===== src/rtl/audio_tx_fifo.sv =====
module audio_tx_fifo #(
  parameter int DEPTH    = 64,
  parameter int BASE_DIV = 512
)(
  input  logic        clk,
  input  logic        rst_n,
  input  logic        bus_wr,
  input  logic [7:0]  bus_addr,
  input  logic [31:0] bus_wdata,
  output logic [31:0] bus_rdata,
  output logic        dma_req,
  output logic        sample_valid,
  output logic [23:0] left_out,
  output logic [23:0] right_out,
  output logic        filter_sel
);
  localparam int AW = $clog2(DEPTH);
  localparam int FW = AW + 1;
  localparam int CW = $clog2(BASE_DIV * 6);
  localparam logic [7:0]  A_CTRL    = 8'h04;
  localparam logic [7:0]  A_STAT    = 8'h08;
  localparam logic [7:0]  A_DATA    = 8'h0C;
  localparam logic [31:0] CTRL_MASK = 32'hF560_3F70;

  logic [31:0]   ctrl;
  logic [23:0]   mem [DEPTH];
  logic [AW-1:0] rd_ptr, wr_ptr;
  logic [FW-1:0] count;
  logic [CW-1:0] pcnt, period;
  logic          uflow, oflow;
  logic [23:0]   in_s;

  wire [2:0] rate      = ctrl[31:29];
  wire       hold_last = ctrl[26];
  wire       expand    = ctrl[24];
  wire [1:0] clr       = ctrl[22:21];
  wire [5:0] trig      = ctrl[13:8];
  wire       mono      = ctrl[6];
  wire       wide      = ctrl[5];
  wire       drq_en    = ctrl[4];
  assign filter_sel = ctrl[28];

  wire wr_ctrl = bus_wr && bus_addr == A_CTRL;
  wire wr_stat = bus_wr && bus_addr == A_STAT;
  wire wr_data = bus_wr && bus_addr == A_DATA;
  wire flush   = wr_ctrl && bus_wdata[0];
  wire full    = count == FW'(DEPTH);
  wire push    = wr_data && !full;

  wire [FW-1:0] free  = FW'(DEPTH) - count;
  wire [FW-1:0] thr   = FW'(2) << clr;
  wire [FW-1:0] need  = mono ? FW'(1) : FW'(2);
  wire          tick  = pcnt >= period - CW'(1);
  wire          have  = count >= need;
  wire [FW-1:0] pop_n = (tick && have) ? need : '0;
  wire [AW-1:0] rd_nx = rd_ptr + AW'(1);

  always_comb begin
    case (rate)
      3'd0:    period = CW'(BASE_DIV);
      3'd1:    period = CW'(BASE_DIV * 3 / 2);
      3'd2:    period = CW'(BASE_DIV * 2);
      3'd3:    period = CW'(BASE_DIV * 3);
      3'd4:    period = CW'(BASE_DIV * 4);
      3'd5:    period = CW'(BASE_DIV * 6);
      3'd6:    period = CW'(BASE_DIV / 4);
      default: period = CW'(BASE_DIV / 2);
    endcase
  end

  always_comb
    in_s = wide ? bus_wdata[31:8]
                : {bus_wdata[15:0], expand ? {8{bus_wdata[15]}} : 8'h00};

  always_ff @(posedge clk)
    if (push) mem[wr_ptr] <= in_s;

  always_ff @(posedge clk or negedge rst_n) begin
    if (!rst_n) begin
      ctrl <= '0; rd_ptr <= '0; wr_ptr <= '0; count <= '0; pcnt <= '0;
      uflow <= 1'b0; oflow <= 1'b0; dma_req <= 1'b0;
      sample_valid <= 1'b0; left_out <= '0; right_out <= '0;
    end else begin
      if (wr_ctrl) ctrl <= bus_wdata & CTRL_MASK;
      if (flush) begin
        rd_ptr <= '0; wr_ptr <= '0; count <= '0;
      end else begin
        wr_ptr <= wr_ptr + AW'(push);
        rd_ptr <= rd_ptr + AW'(pop_n);
        count  <= count + FW'(push) - pop_n;
      end
      pcnt <= tick ? '0 : pcnt + CW'(1);
      sample_valid <= tick;
      if (tick) begin
        if (have) begin
          left_out  <= mem[rd_ptr];
          right_out <= mono ? mem[rd_ptr] : mem[rd_nx];
        end else if (!hold_last) begin
          left_out  <= '0;
          right_out <= '0;
        end
      end
      if (tick && !have)                   uflow <= 1'b1;
      else if (wr_stat && bus_wdata[31])   uflow <= 1'b0;
      if (wr_data && full)                 oflow <= 1'b1;
      else if (wr_stat && bus_wdata[30])   oflow <= 1'b0;
      if (!drq_en)                 dma_req <= 1'b0;
      else if (free >= FW'(trig))  dma_req <= 1'b1;
      else if (free < thr)         dma_req <= 1'b0;
    end
  end

  always_comb begin
    case (bus_addr)
      A_CTRL:  bus_rdata = ctrl;
      A_STAT:  bus_rdata = {uflow, oflow, {(30-FW){1'b0}}, free};
      default: bus_rdata = '0;
    endcase
  end

  a_r4_no_overflow: assert property (@(posedge clk) disable iff (!rst_n)
    count <= FW'(DEPTH));
  a_r11_req_gated: assert property (@(posedge clk) disable iff (!rst_n)
    !drq_en |=> !dma_req);
  a_r11_req_drop: assert property (@(posedge clk) disable iff (!rst_n)
    drq_en && free < thr && free < FW'(trig) && !flush && !push |=> !dma_req);
  a_r10_flush_empties: assert property (@(posedge clk) disable iff (!rst_n)
    flush |=> bus_addr != A_STAT || bus_rdata[FW-1:0] == FW'(DEPTH) || bus_wr);
  a_r10_flush_count: assert property (@(posedge clk) disable iff (!rst_n)
    flush |=> free == FW'(DEPTH));
  a_r9_overrun_flag: assert property (@(posedge clk) disable iff (!rst_n)
    wr_data && full |=> oflow);
  a_r8_zero_fill: assert property (@(posedge clk) disable iff (!rst_n)
    tick && !have && !hold_last |=> left_out == '0 && right_out == '0);
  a_r8_hold_last: assert property (@(posedge clk) disable iff (!rst_n)
    tick && !have && hold_last |=> $stable(left_out) && $stable(right_out));
  a_r8_sticky: assert property (@(posedge clk) disable iff (!rst_n)
    tick && !have |=> uflow);
  a_r6_mono_pair: assert property (@(posedge clk) disable iff (!rst_n)
    tick && have && mono |=> left_out == right_out);
endmodule


===== config.mk =====
export PLATFORM = sky130hd
export DESIGN_NAME = audio_tx_fifo
export DESIGN_NICKNAME = d
export VERILOG_FILES = /design/src/rtl/audio_tx_fifo.sv
export SDC_FILE = /design/constraint.sdc
export NUM_CORES = 2
export LEC_CHECK = 0
export BUFFER_PORTS_ARGS = -buffer_cell sky130_fd_sc_hd__buf_2
export CAP_MARGIN = 40
export CORE_MARGIN = 4
export CORE_UTILIZATION = 53
export CTS_BUF_LIST = sky130_fd_sc_hd__clkbuf_16
export CTS_CLUSTER_SIZE = 40
export DETAILED_ROUTE_END_ITERATION = 12
export GPL_TIMING_DRIVEN = 0
export PLACE_DENSITY = 0.72
export SETUP_SLACK_MARGIN = 0.5
export SLEW_MARGIN = 20
export SYNTH_ARGS = -nofsm -noshare
export SYNTH_HDL_FRONTEND = slang
export SYNTH_SLANG_ARGS = --single-unit
export TNS_END_PERCENT = 1

===== constraint.sdc =====
create_clock -name clk -period 4.1 [get_ports clk]
set_input_delay 0.82 -clock clk [delete_from_list [all_inputs] [get_ports clk]]
set_output_delay 0.82 -clock clk [all_outputs]
set_load 0.1 [all_outputs]

* Word level (Yosys, flattened, before mapping)
Memory sizes are Yosys's and may differ from the RTL's. Cells that the tools add are included.
Storage, ports and cells: memory bits (writable) 1536, bits of input ports 43, memories 1, register bits after elaboration 100, output and inout port bits 83, logic and storage cells 76
Operators by class: add/sub/neg operators 8, reduce and logical (&&, ||, !) cells 16, magnitude comparators 4, shift-type cells 1, equality and inequality tests 12, mux-type cells 23
Memory list:
- mem | words 64, bits a word 24, read ports 2, clocked after Yosys merged registers in 0, write ports 1, line 26 | logic [23:0] mem [DEPTH];
Operators by type and width (count):
- 24-bit 2-to-1 mux | 5
- 12-bit case mux with 7 select lines | 1
- 32-bit case mux with 2 select lines | 1
- 8-bit by 4-bit == test with 1-bit output (second input constant) | 2
- 12-bit by 1-bit adder with 12-bit output (second input constant) | 1
- 12-bit greater-or-equal comparator | 1
- 12-bit 2-to-1 mux | 1
- 6-bit 2-to-1 mux | 2
- 12-bit by 1-bit subtractor with 12-bit output (second input constant) | 1
- 1-bit logical AND | 10
- 3-bit == test (second input constant) | 3
- 1-bit 2-to-1 mux | 9
- 8-bit by 3-bit == test with 1-bit output (second input constant) | 1
- 8-bit 2-to-1 mux | 1
- 7-bit by 1-bit adder with 7-bit output | 1
- 7-bit == test (second input constant) | 1
- 7-bit by 2-bit greater-or-equal comparator with 1-bit output | 1
- 7-bit by 6-bit greater-or-equal comparator with 1-bit output | 1
- 7-bit less-than comparator | 1
- 7-bit 2-to-1 mux | 1
- 2-bit by 2-bit left shift with 7-bit output (first input constant) | 1
- 7-bit by 2-bit subtractor with 7-bit output | 1
- 7-bit subtractor (first input constant) | 1
- 6-bit by 1-bit adder with 6-bit output | 1
- 11 further kinds | 15

* Logic depth before layout (Yosys ltp)
depth in word-level cells 8, mapped depth 24, gate-level depth less buffers 22

* Least setup slack after synthesis
Ideal clock, no wire load.
kind in2out, from input bus_addr[5], to output bus_rdata[0], setup slack -0.395 ns, required time 3.280 ns, arrival 3.675 ns, cell stages on the path 4, cell sequence or4_1 -> nor3_1 -> nand2_1 -> nor3_1
On the way: cells in the longest elaborated chain, start to end 2
Ends and longest elaborated chain:
- start: declaration | line 8 | input logic [7:0] bus_addr,
- 8-bit by 4-bit == test with 1-bit output / 8-bit by 3-bit == test with 1-bit output (equally long branches) | line 114 | case (bus_addr)
- 32-bit case mux with 2 select lines * | line 114
- end: declaration | line 10 | output logic [31:0] bus_rdata,
Every way passes the cells marked *; elsewhere a longest branch is shown, timed or not.

* Final worst setup path
from register ctrl[30], to register count[6]
On the way: cells in the longest elaborated chain, start to end 8
Ends and longest elaborated chain:
- start: declaration | line 25 | logic [31:0] ctrl;
- start signal: assignment | line 84 | if (wr_ctrl) ctrl <= bus_wdata & CTRL_MASK;
- 3-bit == test (tied with other cells) | line 59 | case (rate)
- 12-bit case mux with 7 select lines * | line 59
- 12-bit by 1-bit subtractor with 12-bit output * | line 53 | wire tick = pcnt >= period - CW'(1);
- 12-bit greater-or-equal comparator * | line 53
- 1-bit logical AND * | line 55 | wire [FW-1:0] pop_n = (tick && have) ? need : '0;
- 2-bit 2-to-1 mux * | line 55
- 7-bit by 2-bit subtractor with 7-bit output * | line 90 | count <= count + FW'(push) - pop_n;
- 7-bit 2-to-1 mux * | line 85 | if (flush) begin
- end signal: assignment | line 90
- end: declaration | line 28 | logic [FW-1:0] count;
Marks and branches as above. A chain may end at the register's enable or synchronous reset.

==> impl_metrics.toml <==
[pwr]
power_leakage_nw = 29.0
vdd_drop_max_mv = 0.339
total_power_mw = 35.4
power_density_nw_per_um2 = 396

[final_layout]
area_growth_pct = 17.3
stdcell_count = 6640
final_cell_mix = "1536 x edfxtp_1, 723 x mux4_2, 316 x nand2_1"
final_common_cell = "edfxtp_1"
fin_nets = 4689
fill_cells = 9638
drive_gt1_share_pct = 35.6
fin_area_um2 = 89400

[logic_synthesis]
netlist_top_cells_area = "edfxtp_1 61%, mux4_2 21%, dfrtp_1 3.3%"
synth_area_um2 = 76200
synth_cell_types = 57
async_reset_ff_share_pct = 6.11
synth_area_per_cell_um2 = 18.5
ys_ff_latch = 1636
synth_enable_flop_cells = 1536
synth_area_leader_cell = "edfxtp_1"
synthCells = 4124
synth_warnings = 0
synth_seq_area_share_pct = 63.8
synth_top_area_share_pct = 60.6
ys.flop_type = "edfxtp_1"

[global_route]
grt_pass1_vias = 48600
track_usage_pct = 37.0
grt_pass1_wl_um = 383000
grt_max_degree = 65
grt_remaining_overflow = 0
antenna_found_initial = 18

[sta]
fin_ws_ns = -0.0347
final_max_slew_viol_count = 0
period_share_pct = 101
fin_skew_ns = 0.0423
rsz0062_at_grt = "yes"
finalHoldWorstSlack_ns = 0.230
tightest_slew_ns = 0.989
period_minus_slack_ns = 4.13
hold_viol = 0
setup_viol = 2
relSlewSlack_pct = 34.1
fmax_mhz = 242

[cts]
clock_sinks = 1636
worstSkewPairLatency_ns = 0.85
root_buffer = "clkbuf_16"
cts_tree = "yes"
htree_num_levels = 4
numCtsBuffers = 171
clock_path_buffers = 3
cts.clk_slew.worst_paths_ns = 0.06

[place]
gp_congestion = 1.00
place_area_um2 = 82900
port_buffers = 114
dp_cells = 6300
post-dp-hpwl_um = 198000
dp_slack_ns = -1.03

[detailed_routing]
vias_per_cell = 7.55
drtAntennaViolNets = 0
wl_per_cell_um = 42.1
num_vias = 50100
first_pass_iters = 6
drtIter0Drc = 9740
drt_wl_total_um = 280000
drcViolationCount = 0

[critical_path]
crit_path_start = "ctrl[30]"
critPathCaptureType = "register"
arrival_ns = 4.84
cp.required_ns = 4.81
path_max_fanout = 4
crit_top_cell = "ha_4"
reg2reg_from = "ctrl[30]"
cpPeakStageDelay_ns = 0.37
worst-setup-path-type = "reg2reg"
critPathSlowestCell = "dfrtp_1"
startpoint_type = "register"

[status]
outcome = "complete, but fails checks"
violations = "setup timing"

[die]
start_util_pct = 53.6
row_count = 138
pin_count = 126
die_w_um = 387
core_um2 = 142000
die-area_um2 = 150000
die_height_um = 387

[worst_hold_path]
worstHoldStart = "bus_wdata[5]"
hold_path.class = "in2reg"

[run]
drv_cap = 0
==> metal layers <==
| layer | vias to the layer above | GRT usage [%] | share of wire [%] |
|---|---|---|---|
| met3 | 1045 | 18.0 | 19 |
| met4 | 24 | 22.1 | 7.7 |
| met1 | 25500 | 47.5 | 32 |
| li1 | 18300 | - | - |
| met5 | - | 0.159 | 0.091 |
| met2 | 5218 | 51.1 | 42 |
==> sequential cells by signal, indices dropped and copies added, names as in the netlist <==
signal,count
pcnt,12
right_out,24
wr_ptr,6
sample_valid,1
mem,1536
uflow,1
left_out,24
rd_ptr,6
oflow,1
count,7
ctrl,17
dma_req,1
==> power breakdown <==
group,leakage (nW),total (mW),internal [mW],switching [mW]
logic,10.9,2.16,0.620,1.54
clock network,2.76,14.9,8.28,6.58
registers,15.4,18.3,18.3,0.0377
==> critical path: cells and delay by family (launching register included) <==
kind                       cells  cell delay (ns)
adders and majority gates      5             1.08
and+or+nand+nor                9             0.99
AOI/OAI and AO/OA              4             0.63
buffers and inverters          5             0.62
DFF                            1             0.37
muxes                          1             0.17
xor gates and xnor gates       1             0.12
==> cells in the mapped netlist, types with 40 or more instances <==
library cell  instances
edfxtp_1           1536
mux4_2              723
nand2_1             328
mux2i_1             225
buf_2               124
clkbuf_1            123
nor2_1              104
dfrtp_1             100
a211oi_1             90
o22ai_1              69
a22oi_1              68
nand3_1              59
o21ai_0              59
a22o_1               52
o221ai_1             49
a21oi_1              40
ha_1                 40
==> metrics by stage <==
step,util (%),TNS [ns]
floorplan,-,0
global placement,55.8,-2272.90
detailed placement,58.3,-26.41
CTS,62.7,-0.0107
global route,62.9,-0.258
finish,62.9,-0.0458
==> cell families (layout without fill, tap and decap cells) <==
group	count (synthesis)	in the layout	share of synthesized area, %
buffers and inverters	352	959	2.24
xor gates and xnor gates	35	35	0.422
and+or+nand+nor	567	567	3.17
adders and majority gates	42	42	0.710
muxes	980	980	24.8
AOI/OAI and AO/OA	511	511	4.80
DFF	1636	1636	63.8
other	1	20	0.00492
==> final cells by class <==
type / count / area [µm²] / share of cell area [%]
plain buffers: 329 / 2030 / 2.28
multi-input cells: 2146 / 27200 / 30.4
inverters: 23 / 91.3 / 0.102
diodes: 9 / 22.5 / 0.0252
repair buffers: 297 / 3780 / 4.23
flip-flops and latches: 1636 / 48600 / 54.4
clock buffers: 176 / 4400 / 4.93
well taps: 1890 / 2360 / 2.65
clock inverters: 134 / 831 / 0.930
==> repair_timing <==
action	CTS	global route
resized for setup	239	43
endpoints found under the setup margin	79	136
pin swaps	30	11
endpoints found under the hold margin	39	0
hold buffers	1	0
buffers inserted	11	1
==> path summary, 6_finish.rpt <==
kind                            slack (ns)          end  cells past startpoint
worst max-delay path                 -0.03     count[6]                     25
worst min-delay path                  0.23      ctrl[5]                      2
worst max register to register       -0.03     count[6]                     25
worst min register to register        0.50  left_out[8]                      1
max in group asynchronous             2.79  left_out[8]                      3
min in group asynchronous             0.49      pcnt[3]                      2
No activity file was read; power rests on OpenSTA's default activity.
